--- src/rtl/simd_cmp.sv ---
module simd_cmp #(
  parameter int LANE_W = 8,
  parameter int LANES  = 3
) (
  input  logic [LANE_W*LANES-1:0] a_i,
  input  logic [LANE_W*LANES-1:0] b_i,
  input  logic [LANES-2:0]        split_i,
  input  logic [1:0]              op_i,
  output logic [LANES-1:0]        res_o
);
  localparam logic [1:0] OP_EQ = 2'b00;
  localparam logic [1:0] OP_GT = 2'b01;
  localparam logic [1:0] OP_GE = 2'b10;

  for (genvar i = 0; i < LANES; i++) begin : g_lane
    logic l_eq, l_gt, r_eq, r_gt, head, sel;
    assign l_eq = a_i[i*LANE_W +: LANE_W] == b_i[i*LANE_W +: LANE_W];
    assign l_gt = a_i[i*LANE_W +: LANE_W] >  b_i[i*LANE_W +: LANE_W];

    if (i == LANES-1) begin : g_top
      assign r_eq = l_eq;
      assign r_gt = l_gt;
    end else begin : g_chain
      assign r_eq = l_eq & (split_i[i] | g_lane[i+1].r_eq);
      assign r_gt = split_i[i] ? l_gt
                               : (g_lane[i+1].r_gt | (g_lane[i+1].r_eq & l_gt));
    end

    if (i == 0) begin : g_head0
      assign head = 1'b1;
    end else begin : g_headn
      assign head = split_i[i-1];
    end

    assign sel = (op_i == OP_EQ) ? r_eq :
                 (op_i == OP_GT) ? r_gt :
                 (op_i == OP_GE) ? (r_gt | r_eq) : 1'b0;
    assign res_o[i] = head & sel;
  end

  always_comb begin
    a_r7_reserved_quiet: assert (op_i != 2'b11 || res_o == '0);
    a_r6_whole_equal: assert (!(split_i == '0 && op_i == OP_EQ) ||
                              res_o == {{(LANES-1){1'b0}}, a_i == b_i});
    a_r2_low_lane_match: assert (!(op_i == OP_EQ && res_o[0]) ||
                                 a_i[LANE_W-1:0] == b_i[LANE_W-1:0]);
    a_r3_ge_on_tie: assert (!(op_i == OP_GE && a_i == b_i) ||
                            res_o == {split_i, 1'b1});
    for (int k = 1; k < LANES; k++) begin
      a_r4_tail_zero: assert (split_i[k-1] || !res_o[k]);
    end
  end
endmodule

--- config.mk ---
export PLATFORM = sky130hd
export DESIGN_NAME = simd_cmp
export DESIGN_NICKNAME = d
export VERILOG_FILES = /design/src/rtl/simd_cmp.sv
export SDC_FILE = /design/constraint.sdc
export NUM_CORES = 1
export LEC_CHECK = 0
export BUFFER_PORTS_ARGS = -buffer_cell sky130_fd_sc_hd__buf_2
export CELL_PAD_IN_SITES_DETAIL_PLACEMENT = 1
export CELL_PAD_IN_SITES_GLOBAL_PLACEMENT = 1
export CORE_MARGIN = 5
export CORE_UTILIZATION = 26
export DETAILED_ROUTE_END_ITERATION = 6
export PLACE_DENSITY = 0.87
export SYNTH_ARGS = -nofsm -noshare
export SYNTH_HDL_FRONTEND = slang
export SYNTH_SLANG_ARGS = --single-unit
--- constraint.sdc ---
create_clock -name vclk -period 1.85
set_input_delay 0.37 -clock vclk [all_inputs]
set_output_delay 0.37 -clock vclk [all_outputs]
set_load 0.02 [all_outputs]
Yosys cells after proc, flatten, opt, wreduce, memory -nomap -nowiden
Index checks and enable logic that the tools add are counted. W data, S select, Z words.

Register bits after elaboration: 0. Input port bits: 52. Output and inout bits: 3. Word-level logic and storage cells: 33.

$lt $le $gt $ge: 3. Equality and inequality tests: 5. Muxes and demuxes: 11. Bitwise operators: 13. Reductions and logical operators: 1.

Operators with widths (number): $eq A8 B8 Y1 (3); $gt A8 B8 Y1 (3); $mux W1 (11); $or A1 B1 Y1 (7); $and A1 B1 Y1 (6); $eq A2 B1 Y1 const B (1); $eq A2 B2 Y1 const B (1); $logic_not A2 Y1 (1).

Logic depth before layout (Yosys ltp)
Gate-level depths: netlist of the first run.

Depth after elaboration: 10. Depth in mapped cells: 8. Gate-level depth less buffers: 7.

Worst setup path after synthesis of the first run
No wires, ideal clock.

Path kind: input to output. Start: in b_i[17]. End: out res_o[1]. Arrival time: 1.738 ns. Data required time: 1.480 ns. Setup slack: -0.258 ns. Cell stages on the path: 7. Buffers on the path: 0. Path through: inv_1 ha_1 nor2b_1 o211ai_1 a21oi_1 nor3_1 o311ai_1.

Cells in the longest elaborated chain, start to end: 9. Elaborated cells between the ends (all ways): 12. Those cells by class: order compare: 1; eq/ne: 1; mux: 4; bitwise: 6.

Ends and longest elaborated chain: from (decl) (RTL line 6) `input logic [LANE_W*LANES-1:0] b_i,`; branches (longest 7 deep; another with $gt A8 B8 Y1); $mux W1 (*) (RTL line 35) `assign sel = (op_i == OP_EQ) ? r_eq :`; $and A1 B1 Y1 (*) (RTL line 38) `assign res_o[i] = head & sel;`; to (decl) (RTL line 9) `output logic [LANES-1:0] res_o`.

Mark *: on every way between the ends.

Worst setup path after layout of the first run
Start: in b_i[22]. End: out res_o[0].

Cells in the longest elaborated chain, start to end: 10. Elaborated cells between the ends (all ways): 16. Those cells by class: order compare: 1; eq/ne: 1; mux: 5; bitwise: 9.

Ends and longest elaborated chain (RTL line): branches (longest 9 deep; another with $gt A8 B8 Y1); $mux W1 (*) (35).

Marked as above.

==> results of run 1 <==
cell families after synthesis:
logic type	share of synthesized area
AOI/OAI and AO/OA	0.273
buffers and inverters	0.137
adders and majority gates	0.393
and+or+nand+nor	0.173
xor gates and xnor gates	0.0229
stage by stage:
| stage | worst slack (ns) | utilization | std cells |
|---|---|---|---|
| final | -0.272 | 0.547 | 192 |
| after global routing | -0.353 | 0.547 | 192 |
| after CTS | -0.277 | 0.489 | 190 |
| after detailed placement | -0.359 | 0.464 | 189 |
| after global placement | -0.311 | 0.464 | 189 |
| after floorplan | -0.0707 | - | 101 |
what timing repair did:
item                       CTS  global route
pin swaps                    3            21
gates resized for setup     14            26
buffers inserted             1             2
setup endpoints to repair    3             3
cells in the final DEF, fill, tap and decap left out, types with 2 or more instances in the layout:
cell	n
nand2_1	2
buf_6	8
inv_1	10
inv_2	10
xor2_1	2
ha_4	20
buf_4	8
o211ai_1	3
a21oi_1	8
and4_4	2
buf_2	44
nand4_1	2
nand4_4	2
o311ai_2	2
nand3_1	2
ha_1	4
a21oi_2	3
nand2b_1	2
o2111ai_2	2
a21o_1	2
inv_4	5
per-layer routing:
| metal | GRT usage | vias up | routed length, um |
|---|---|---|---|
| met5 | 0 | - | 0 |
| met4 | 0.0178 | 0 | 36 |
| met3 | 0.0263 | 4 | 234 |
| met2 | 0.285 | 38 | 1680 |
| met1 | 0.127 | 452 | 928 |
| li1 | - | 484 | - |
path summary, 6_finish.rpt:
path	from	endpoint	slack [ns]	cells after the start
min	split_i[1]	res_o[2]	1.09	3
max	b_i[22]	res_o[0]	-0.27	9
worst min-delay path, stage by stage:
cell    delay [ns]
buf_2         0.10
o21a_2        0.14
buf_6         0.11
synth_stat cells:
master	count	area share
a21oi_2	1	0.011
nor3_1	2	0.013
nor2b_1	2	0.016
o31a_1	1	0.011
nor2_1	2	0.0098
nand2_1	2	0.0098
o2111ai_1	2	0.023
o21bai_4	1	0.025
nand4_2	1	0.016
nand4b_1	1	0.011
o21ai_0	2	0.013
nand4_4	1	0.028
a21oi_1	10	0.065
inv_1	26	0.13
nand2b_1	2	0.016
o31ai_1	1	0.0098
a21o_1	2	0.020
o211ai_1	3	0.029
nand3_1	2	0.013
a21o_2	1	0.011
a21boi_0	1	0.0098
ha_1	24	0.39
xor2_1	2	0.023
o21a_1	1	0.0098
a211o_1	1	0.011
buf_4	1	0.0098
o311ai_1	2	0.023
and4_1	2	0.023
nand4_1	2	0.016
cell type report:
class / count / area (um^2) / share of cell area
multi-input combinational: 74 / 975 / 0.641
timing repair buffer: 61 / 385 / 0.253
inverter: 26 / 123 / 0.0806
tap: 31 / 38.8 / 0.0255
power by group through the flow:
stage	combinational, mW	clock [mW]	sequential, mW
after floorplan	0.170	0	0
after global placement	0.269	0	0
after detailed placement	0.293	0	0
after CTS	0.314	0	0
after global routing	0.391	0	0
final	0.349	0	0
==> metrics.csv, run 1 <==
metric;value;unit
yosysSeqAreaShare;0;
worstSetupEndpointType;output port;
dp_hpwl;2560;um
rsz0062_at_grt;true;
min_period_over_period;1.15;
fin_nets;239;
grt_overflow;0;
cap_violations;0;
clockBufferCount;0;
drc_errors;0;
groute.usage.overall;0.132;
cp_num_buf_inv;3;
drive_gt1_frac;0.708;
drtAntennaViolNets;0;
p_int;0.189;mW
syn2layout_area_growth;99.0;%
first_pass_iters;2;
n_antenna_cell;0;
wl;2880;um
slowest_delay;0.28;ns
drv_slew;0;
status;finished, violations left;
grt_max_degree;7;
synthCells;101;
cp_top_family;compound AO/OA/AOI/OAI gates;
critPathLaunchType;primary input;
clkPwrFrac;0;
grt_pass1_vias;1099;
die-width;64.2;um
swShare;0.459;
p_per_area;229;nW/um^2
hold_viol_final;0;
fmax;0.471;GHz
peakVddDrop;127;uV
yosysUniqueCellTypes;29;
fin_total_pwr;0.349;mW
fp.coreArea;2780;um^2
whs;1.09;ns
vias;978;
p_leak;0.706;nW
p_sw;0.160;mW
via_per_inst;5.09;
yosys_warnings;0;
start_util;0.275;
finalInstanceArea;1520;um^2
drt_iter0_drc;16;
crit_fanout;4;
postSynthAreaPerCell;7.57;um^2
io_buffer_count;55;
grt_first_pass_wirelength;4620;um
fillCellCount;330;
crit_chain;buf_8, inv_4, ha_4, nand4_4, o21bai_4, a21oi_2, a211o_1, o311ai_2, buf_4;
crit_required;1.48;ns
p_comb_frac;1.000;
holdCritPathClass;primary input to output port;
row_count;19;
cp_slowest_cell;a211o_1;
antenna_found_initial;0;
dieArea;4120;um^2
max_slew_margin;0.758;
io_pins;55;
fin_tns_setup;-0.776;ns
syn-cell-area;764;um^2
power_frac_seq;0;
fin_ws;-0.272;ns
fin_crit;2.12;ns
register_area;0;um^2
synthesis.nets;177;
setup_viol;3;
dieHeight;64.2;um
worst_pin_slew;0.362;ns
wl_per_cell;15.0;um
violations;setup timing;
seq_cell_count;0;
gp_congestion;0.682;
place_area;1290;um^2
worstPathArrival;1.75;ns
ctsHoldBuffers;0;
critical_path_class;primary input to output port;
Note: power is estimated with default switching activity, not from simulation.
==> run 2: changes to the inputs <==
==> constraint.sdc (replaced) <==
create_clock -name vclk -period 1.85
set_input_delay 0.185 -clock vclk [all_inputs]
set_output_delay 0.185 -clock vclk [all_outputs]
set_load 0.02 [all_outputs]
==> run 2 against run 1 <==
The flow now finishes without violations. Core utilization shrank 12 points. Critical path type unchanged. Design area shrank 23%. Highest routed layer unchanged. Hold slack worse by 0.38 ns.
==> metrics.csv, run 2 (synthesis gave the netlist of run 1 again) <==
metric;value;unit
first_pass_iters;2;
fp.coreArea;2780;um^2
worst_pin_slew;0.301;ns
drtAntennaViolNets;0;
io_pins;55;
fin_cells;187;
placed_cells;187;
drv_slew;0;
swShare;0.491;
antenna_found_initial;0;
register_area;0;um^2
hold_viol_final;0;
grt_overflow;0;
whs_path_depth;3;
min_period_over_period;0.967;
finalInstanceArea;1170;um^2
clkPwrFrac;0;
fin_nets;234;
fin_tns_setup;0;ns
dieArea;4120;um^2
row_count;19;
syn2layout_area_growth;53.7;%
max_slew_margin;0.799;
drc_errors;0;
peakVddDrop;101;uV
drive_gt1_frac;0.468;
p_int;0.132;mW
start_util;0.275;
p_comb_frac;1.000;
die-width;64.2;um
wl_per_cell;13.8;um
power_frac_seq;0;
grt_pass1_vias;997;
groute.usage.overall;0.109;
ctsHoldBuffers;0;
critical_path_class;primary input to output port;
seq_cell_count;0;
worstPathArrival;1.60;ns
crit_required;1.66;ns
holdCritPathClass;primary input to output port;
cap_violations;0;
grt_max_degree;7;
p_leak;0.665;nW
dp_hpwl;2390;um
p_sw;0.127;mW
layout_commonest_cell;buf_2;
gp_congestion;0.732;
p_per_area;221;nW/um^2
n_antenna_cell;0;
place_area;1080;um^2
status;completed;
setup_viol;0;
drt_iter0_drc;6;
fin_crit;1.79;ns
critPathLaunchType;primary input;
grt_first_pass_wirelength;3880;um
wl;2580;um
fmax;0.559;GHz
mostFrequentLayoutCells;buf_2 (53), inv_1 (25), ha_1 (20), a21oi_1 (7);
worstSetupEndpointType;output port;
final_util;0.422;
via_per_inst;5.08;
dieHeight;64.2;um
vias;950;
clockBufferCount;0;
crit_fanout;2;
io_buffer_count;55;
## run 2: cell types whose count changed in the layout (fill, tap and decap cells not counted), moves of 5 or more
cell,change
buf_2,+9
buf_6,-7
inv_2,-9
ha_1,+16
ha_4,-16
buf_4,-6
inv_1,+15
inv_4,-5
## run 2: routing by layer
layer	GRT usage	part of all wire
met4	0.00763	0.0054
met3	0.0140	0.056
met5	0	0
met2	0.240	0.59
met1	0.108	0.34
## run 2: final timing paths
kind	startpoint	endpoint	slack, ns
max	a_i[17]	res_o[2]	0.06
min	split_i[1]	res_o[2]	0.71
## run 2: repair_timing
action,in CTS,in global routing
buffers inserted,0,0
resized for setup,0,17
setup endpoints to repair,0,3
## run 2: layout make-up
cell class	count	area (um^2)
Tap cell	31	38.8
Fill cell	362	1610
Timing Repair Buffer	56	292
Multi-Input combinational cell	74	747
Inverter	26	97.6
## run 2: critical path, stage by stage
cell and delay (ns):
buf_2 0.11, ha_4 0.24, nor2b_2 0.14, o211ai_1 0.21, a21oi_2 0.10, o31a_1 0.28, o21a_1 0.20, buf_6 0.13
## run 2: per-stage QoR
stage                     power (mW)  hold slack (ns)  worst slack [ns]
after floorplan                0.134            0.520             0.112
after global placement         0.211            0.727            0.0538
after detailed placement       0.230            0.730           0.00753
after CTS                      0.231            0.731          0.000730
after global routing           0.288            0.730          -0.00243
final                          0.259            0.709            0.0605
## run 2: power by group through the flow
stage	Clock, mW	Combinational (mW)	Sequential [mW]
3_5_place_dp	0	0.230	0
2_1_floorplan	0	0.134	0
3_3_place_gp	0	0.211	0
6_report	0	0.259	0
4_1_cts	0	0.231	0
5_1_grt	0	0.288	0
==> run 3: changes to the inputs <==
Settings changed: CAP_MARGIN from default to 20, PLACE_DENSITY 0.87 to 0.89.
==> run 3 against run 2 <==
Non-clock buffer count stayed put. Sequential cell count stayed put. Sequential share of layout area stayed put. Largest power group unchanged.
==> metrics.csv, run 3 (synthesis gave the netlist of run 1 again) <==
metric;value;unit
mostFrequentLayoutCells;buf_2 (55), inv_1 (25), ha_1 (22), a21oi_1 (7), a21oi_2 (4);
layout_commonest_cell;buf_2;
die-width;64.2;um
syn2layout_area_growth;48.0;%
fin_nets;234;
worstSetupEndpointType;output port;
drtAntennaViolNets;0;
final_util;0.407;
holdCritPathClass;primary input to output port;
drt_iter0_drc;18;
fillCellCount;367;
max_slew_margin;0.794;
fin_cells;187;
cap_violations;0;
rsz0062_at_grt;true;
pre_cts_ws;0.0200;ns
critical_path_class;primary input to output port;
drc_errors;0;
cts_post_setup_buffers_inserted;0;
status;completed;
io_buffer_count;55;
ctsResizeCount;0;
drive_gt1_frac;0.442;
p_per_area;215;nW/um^2
wl_per_cell;12.9;um
placed_cells;187;
worst_pin_slew;0.307;ns
row_count;19;
dieHeight;64.2;um
fin_total_pwr;0.243;mW
vias;916;
via_per_inst;4.90;
drv_slew;0;
grt_pass1_vias;1024;
io_pins;55;
n_antenna_cell;0;
fin_tns_setup;0;ns
peakVddDrop;119;uV
grt_overflow;0;
clockBufferCount;0;
worstPathArrival;1.61;ns
dp_hpwl;2300;um
min_period_over_period;0.968;
grt_first_pass_wirelength;4000;um
setup_viol;0;
place_area;1080;um^2
first_pass_iters;3;
groute.usage.overall;0.110;
crit_required;1.66;ns
register_area;0;um^2
fmax;0.558;GHz
fp.coreArea;2780;um^2
antenna_found_initial;0;
fin_ws;0.0584;ns
p_leak;0.661;nW
dieArea;4120;um^2
finalInstanceArea;1130;um^2
crit_fanout;2;
fin_crit;1.79;ns
start_util;0.275;
grt_max_degree;7;
gp_congestion;0.726;
ctsHoldBuffers;0;
whs;0.717;ns
hold_viol_final;0;
seq_cell_count;0;
critPathLaunchType;primary input;
wl;2410;um
==> run 3: cell counts in the layout (fill, tap and decap cells not counted) <==
Identical to the previous run, type by type.
==> run 3: final timing paths <==
path / from / endpoint / slack, ns / cells past startpoint
min: split_i[1] / res_o[2] / 0.72 / 3
max: b_i[17] / res_o[2] / 0.06 / 9
==> run 3: worst max-delay path, cell delays in order <==
cell	delay, ns
buf_2	0.11
inv_2	0.06
ha_4	0.20
nor2b_1	0.13
o211ai_1	0.22
a21oi_2	0.10
o31a_1	0.28
o21a_1	0.18
buf_2	0.15
==> run 3: cell type report <==
| class | count | area [um^2] | area share |
|---|---|---|---|
| inverters | 26 | 97.6 | 0.0863 |
| multi-input cells | 74 | 712 | 0.629 |
| well taps | 31 | 38.8 | 0.0343 |
| repair buffers | 56 | 283 | 0.250 |
==> run 3: where the power goes <==
part           leakage [nW]  internal [mW]  switching [mW]
Combinational         0.661          0.122           0.121
Sequential                0              0               0
Clock                     0              0               0
==> run 3: metal layers <==
| layer | global-route usage | wire length (um) | vias to the layer above |
|---|---|---|---|
| met2 | 0.237 | 1330 | 34 |
| met4 | 0 | 0 | 0 |
| met3 | 0.00876 | 172 | 0 |
| met5 | 0 | 0 | - |
| li1 | - | - | 473 |
| met1 | 0.118 | 912 | 409 |
